## config.mk

```make
export PLATFORM = sky130hd
export DESIGN_NAME = pll_lock_ctrl
export DESIGN_NICKNAME = d
export VERILOG_FILES = /design/src/rtl/pll_lock_pkg.sv /design/src/rtl/lc_window.sv /design/src/rtl/lc_seq.sv /design/src/rtl/lc_regs.sv /design/src/rtl/pll_lock_ctrl.sv
export SDC_FILE = /design/constraint.sdc
export NUM_CORES = 1
export LEC_CHECK = 0
export BUFFER_PORTS_ARGS = -buffer_cell sky130_fd_sc_hd__buf_2
export CAP_MARGIN = 30
export CORE_MARGIN = 2
export CORE_UTILIZATION = 40
export CTS_CLUSTER_DIAMETER = 120
export CTS_CLUSTER_SIZE = 20
export DETAILED_ROUTE_END_ITERATION = 7
export PLACE_DENSITY = 0.67
export SLEW_MARGIN = 15
export SYNTH_ARGS = -nofsm -noshare
export SYNTH_HDL_FRONTEND = slang
export SYNTH_SLANG_ARGS = --single-unit
```

## constraint.sdc

```tcl
create_clock -name clk -period 3.34 [get_ports clk]
set_input_delay 0.167 -clock clk [delete_from_list [all_inputs] [get_ports clk]]
set_output_delay 0.167 -clock clk [all_outputs]
set_load 0.03 [all_outputs]
```

## src/rtl/pll_lock_pkg.sv

```systemverilog
package pll_lock_pkg;
  typedef enum logic [1:0] {
    M_LOCK  = 2'b00,
    M_INNER = 2'b01,
    M_OUTER = 2'b10
  } mode_t;

  // control field code to forced mode (code 0 means automatic)
  function automatic mode_t ctrl_to_mode(input logic [1:0] code);
    case (code)
      2'd1:    return M_LOCK;
      2'd2:    return M_INNER;
      default: return M_OUTER;
    endcase
  endfunction
endpackage

```

## src/rtl/lc_window.sv

```systemverilog
module lc_window #(
  parameter int FW = 16
) (
  input  logic [FW-1:0] freq,
  output logic          in_win
);
  localparam logic [FW-1:0] NOM = FW'(1) << (FW - 1);
  localparam logic [FW-1:0] TOL = NOM / FW'(10);

  logic [FW-1:0] diff;

  always_comb begin
    if (freq >= NOM) diff = freq - NOM;
    else             diff = NOM - freq;
    in_win = (diff <= TOL);
  end
endmodule

```

## src/rtl/lc_seq.sv

```systemverilog
module lc_seq
  import pll_lock_pkg::*;
#(
  parameter int LOCK_N = 4,
  parameter int LOSS_M = 3
) (
  input  logic       clk,
  input  logic       rst_n,
  input  logic       chk_valid,
  input  logic       lock_det,
  input  logic       in_win,
  input  logic       blank,
  input  logic [1:0] ctrl,
  output mode_t      mode,
  output logic       win_q
);
  localparam int LW = $clog2(LOCK_N + 1);
  localparam int MW = $clog2(LOSS_M + 1);
  localparam logic [LW-1:0] LOCK_LAST = LW'(LOCK_N - 1);
  localparam logic [MW-1:0] LOSS_LAST = MW'(LOSS_M - 1);

  mode_t         state;
  logic [LW-1:0] run_cnt;
  logic [MW-1:0] loss_cnt;
  logic          take;

  assign take = chk_valid && !blank;
  assign mode = state;

  always_ff @(posedge clk or negedge rst_n) begin
    if (!rst_n) begin
      state    <= M_OUTER;
      run_cnt  <= '0;
      loss_cnt <= '0;
      win_q    <= 1'b0;
    end else if (ctrl != 2'd0) begin
      state    <= ctrl_to_mode(ctrl);
      run_cnt  <= '0;
      loss_cnt <= '0;
      if (take) win_q <= in_win;
    end else if (take) begin
      win_q <= in_win;
      case (state)
        M_OUTER: begin
          if (in_win) begin
            state    <= M_INNER;
            run_cnt  <= '0;
            loss_cnt <= '0;
          end
        end
        M_INNER: begin
          if (!in_win) begin
            if (loss_cnt == LOSS_LAST) begin
              state    <= M_OUTER;
              loss_cnt <= '0;
              run_cnt  <= '0;
            end else begin
              loss_cnt <= loss_cnt + 1'b1;
            end
          end else begin
            loss_cnt <= '0;
          end
          if (in_win || loss_cnt != LOSS_LAST) begin
            if (lock_det) begin
              if (run_cnt == LOCK_LAST) begin
                state    <= M_LOCK;
                run_cnt  <= '0;
                loss_cnt <= '0;
              end else begin
                run_cnt <= run_cnt + 1'b1;
              end
            end else begin
              run_cnt <= '0;
            end
          end
        end
        default: begin
          if (!lock_det) begin
            if (loss_cnt == LOSS_LAST) begin
              state    <= M_INNER;
              loss_cnt <= '0;
              run_cnt  <= '0;
            end else begin
              loss_cnt <= loss_cnt + 1'b1;
            end
          end else begin
            loss_cnt <= '0;
          end
        end
      endcase
    end
  end
endmodule

```

## src/rtl/lc_regs.sv

```systemverilog
module lc_regs #(
  parameter int BW = 8
) (
  input  logic          clk,
  input  logic          rst_n,
  input  logic          wr_en,
  input  logic [1:0]    wr_addr,
  input  logic [BW-1:0] wr_data,
  output logic [1:0]    ctrl,
  output logic [BW-1:0] pre_hi,
  output logic [BW-1:0] pre_lo,
  output logic          load,
  output logic          hold
);
  localparam logic [BW-1:0] HI_NOM = BW'(1) << (BW - 1);

  always_ff @(posedge clk or negedge rst_n) begin
    if (!rst_n) begin
      ctrl   <= 2'd0;
      pre_hi <= HI_NOM;
      pre_lo <= '0;
      load   <= 1'b1;
      hold   <= 1'b0;
    end else begin
      hold <= load;
      load <= 1'b0;
      if (wr_en) begin
        case (wr_addr)
          2'd0: ctrl   <= wr_data[1:0];
          2'd1: pre_hi <= wr_data;
          2'd2: begin
            pre_lo <= wr_data;
            load   <= 1'b1;
          end
          default: ;
        endcase
      end
    end
  end
endmodule

```

## src/rtl/pll_lock_ctrl.sv

```systemverilog
module pll_lock_ctrl
  import pll_lock_pkg::*;
#(
  parameter int BW     = 8,
  parameter int LOCK_N = 4,
  parameter int LOSS_M = 3,
  localparam int FW    = 2 * BW
) (
  input  logic          clk,
  input  logic          rst_n,
  input  logic [FW-1:0] freq_word,
  input  logic          chk_valid,
  input  logic          lock_det,
  input  logic          wr_en,
  input  logic [1:0]    wr_addr,
  input  logic [BW-1:0] wr_data,
  input  logic [1:0]    rd_addr,
  output logic [BW-1:0] rd_data,
  output logic [1:0]    mode,
  output logic          flag_win,
  output logic          flag_lock,
  output logic          preset_load,
  output logic          preset_hold,
  output logic [FW-1:0] preset_value
);
  logic [1:0]    ctrl_q;
  logic [BW-1:0] pre_hi, pre_lo;
  logic          in_win, blank;
  mode_t         mode_s;

  lc_window #(.FW(FW)) u_win (
    .freq   (freq_word),
    .in_win (in_win)
  );

  lc_regs #(.BW(BW)) u_regs (
    .clk     (clk),
    .rst_n   (rst_n),
    .wr_en   (wr_en),
    .wr_addr (wr_addr),
    .wr_data (wr_data),
    .ctrl    (ctrl_q),
    .pre_hi  (pre_hi),
    .pre_lo  (pre_lo),
    .load    (preset_load),
    .hold    (preset_hold)
  );

  assign blank = preset_load | preset_hold;

  lc_seq #(.LOCK_N(LOCK_N), .LOSS_M(LOSS_M)) u_seq (
    .clk       (clk),
    .rst_n     (rst_n),
    .chk_valid (chk_valid),
    .lock_det  (lock_det),
    .in_win    (in_win),
    .blank     (blank),
    .ctrl      (ctrl_q),
    .mode      (mode_s),
    .win_q     (flag_win)
  );

  assign mode         = mode_s;
  assign flag_lock    = (mode_s == M_LOCK);
  assign preset_value = {pre_hi, pre_lo};

  always_comb begin
    case (rd_addr)
      2'd0:    rd_data = {{(BW-2){1'b0}}, ctrl_q};
      2'd1:    rd_data = {{(BW-4){1'b0}}, mode_s, flag_lock, flag_win};
      2'd2:    rd_data = freq_word[FW-1 -: BW];
      default: rd_data = pre_hi;
    endcase
  end
endmodule

```

==> metrics.csv <==
metric,value,unit
gr usage total,17.9,%
unrepaired setup endpoints after global routing,no,
status,completed,
"Net Count, Synth",213,
total negative slack,0,ns
Post-Route WL,4.17,mm
Startpoint Class,register,
"flops & latches, synth",28,
CTS max path bufs,2,
DR pass1 iterations,4,
vias after detailed routing,1511,
PostCTS Resize Cnt,0,
CTS Buf Count,3,
Final Cell Area,2190,µm²
Inst Count DP,284,
nets,277,
"commonest non-fill, non-tap cell in the layout",buf_2,
Max Cap Violations,0,
Worst Tran Pin Value,0.628,ns
first-pass GRT wire length,7.14,mm
PD cells,578,nW/µm²
synthesized area,1750,µm²
post-synthesis cell count,174,
Post-Layout Cell Count,289,
H-tree Lvls,1,
GRT overflow,0,
skew final,0.00693,ns
layout cells sized above 1,39.7,%
Crit Path Class,register to output port,
Final Hold Vio Count,0,
PortBufs,62,
# setup viols final,0,
Starting Density,40.7,%
"Primary FF master, synth",dfrtp_1,
die height,70.1,µm
CTS tree,done,
Rows,24,
Area after DPL,2110,µm²
WP data arrival,1.85,ns
fin crit share,60.3,%
"EDFF count, synth",0,
worst setup margin,1.33,ns
vias in the first global route,1509,
Crit. End Element,output port,
Ant. Diodes,0,
maximum VDD drop,305,µV
Slew HR,58.1,%
global placer's final weighted congestion,0.775,
Post-synth ARST share,100,%
Die Area,4910,µm²
Hold Crit Class,primary input to register,
"Slew Viols, Final",0,
Hold WS,0.0837,ns
dpl ws,1.18,ns
CP Max Fanout,6,
"CTS clk-pin slew, worst paths",0.10,ns
Die W,70.1,µm
Root Buffer,clkbuf_8,
IO Pins,63,
Yosys warnings,0,
initial antenna violation count,0,
Synth Area per Inst,10.0,µm²
Core Area,4290,µm²
Routed Antenna Nets,0,
hold-fix buffers at CTS,1,
later-pin clock latency in the skew report,0.28,ns
register area share after synthesis,40.3,%
WL/cell,14.4,µm
Post-CTS Setup Repair Bufs,0,
Layout area overhead,25.1,%
most frequent cells in the layout,"buf_2 (62), nand2_1 (34), dfrtp_1 (25), nor2_1 (12), mux2_2 (10)",
largest net degree at the start of global routing,29,
crit path time final,2.01,ns
clk sinks,28,
Via density,5.23,
Iteration-0 DRC Markers,73,
Netlist cell types,52,
# DRC,0,
Detail Placement HPWL,3.27,mm
Worst EP required,3.17,ns
FMAX,496,MHz
leak pwr,1.07,nW
cell type report:
class                   instances  area [µm²]
inverters                       8        30.0
fillers                       411        2110
well taps                      52        65.1
repair buffers                 63         320
multi-input cells             134         996
clock buffers                   3        41.3
flip-flops and latches         28         704
clock inverters                 1        30.0
synthesized netlist by cell type, types with 2 or more instances:
cell	instances	area share [%]
nand3b_1	4	1.7
mux2i_1	6	3.4
o21ai_0	6	1.7
or2_2	2	0.72
a31oi_1	3	1.1
o211ai_1	4	1.7
nand2_1	34	7.3
o31ai_1	2	0.86
a211oi_1	2	0.86
a22o_1	2	1.0
mux2_2	10	6.4
mux4_2	2	2.6
dfstp_2	3	4.5
a21oi_1	2	0.57
ha_1	6	4.3
nand4_1	2	0.72
nor2b_1	6	2.1
dfrtp_1	25	36
nor2_1	12	2.6
clkbuf_1	2	0.43
inv_1	7	1.5
nand3_1	2	0.57
report_power, final:
part / total (mW) / switching (mW) / internal [mW] / leakage [nW]
sequential: 0.452 / 0.0497 / 0.402 / 0.347
combinational: 0.539 / 0.350 / 0.189 / 0.685
clock: 0.273 / 0.112 / 0.161 / 0.0357
flip-flops by register name, indices dropped and copies added (netlist names):
name            cells
u_seq.mode          2
u_regs.pre_hi       8
u_seq.loss_cnt      2
u_regs.ctrl         2
u_seq.run_cnt       3
u_seq.win_q         1
u_regs.load         1
u_regs.pre_lo       8
u_regs.hold         1
kinds of logic after synthesis:
group                      count (synthesis)  share of synthesized area, %
and+or+nand+nor                           74                          23.1
AOI/OAI and AO/OA                         36                          17.2
DFF                                       28                          40.3
muxes                                     18                          12.5
buffers and inverters                     12                          2.72
adders and majority gates                  6                          4.29
stage by stage:
step	power [mW]	utilization, %
after floorplan	0.833	-
after global placement	0.991	49.0
after detailed placement	0.997	49.0
after CTS	1.27	50.9
after global routing	1.34	50.9
final	1.26	50.9
layer usage:
metal	vias up	part of all wire, %	global-route usage, %
met4	0	1.1	3.85
li1	763	-	-
met5	-	0	0
met1	700	46	24.0
met2	42	47	29.6
met3	6	5.9	4.33
critical path, stage by stage, from the launching register on:
cell and delay (ns):
dfstp_2 0.60, inv_1 0.08, ha_1 0.21, mux4_2 0.48
buf_2 0.20
path summary, 6_finish.rpt:
path                                from          endpoint  slack [ns]  cells past startpoint
max in group asynchronous          rst_n  u_regs.pre_hi[3]        2.51                      2
hold reg to reg              u_regs.load       u_regs.hold        0.41                      0
setup reg to reg           u_seq.mode[1]  u_seq.run_cnt[0]        1.39                      6
hold / removal                wr_data[5]  u_regs.pre_lo[5]        0.08                      3
min in group asynchronous          rst_n  u_regs.pre_lo[1]        0.42                      2
setup / recovery           u_seq.mode[1]        rd_data[1]        1.33                      4
No activity file was read; power rests on OpenSTA's default activity.
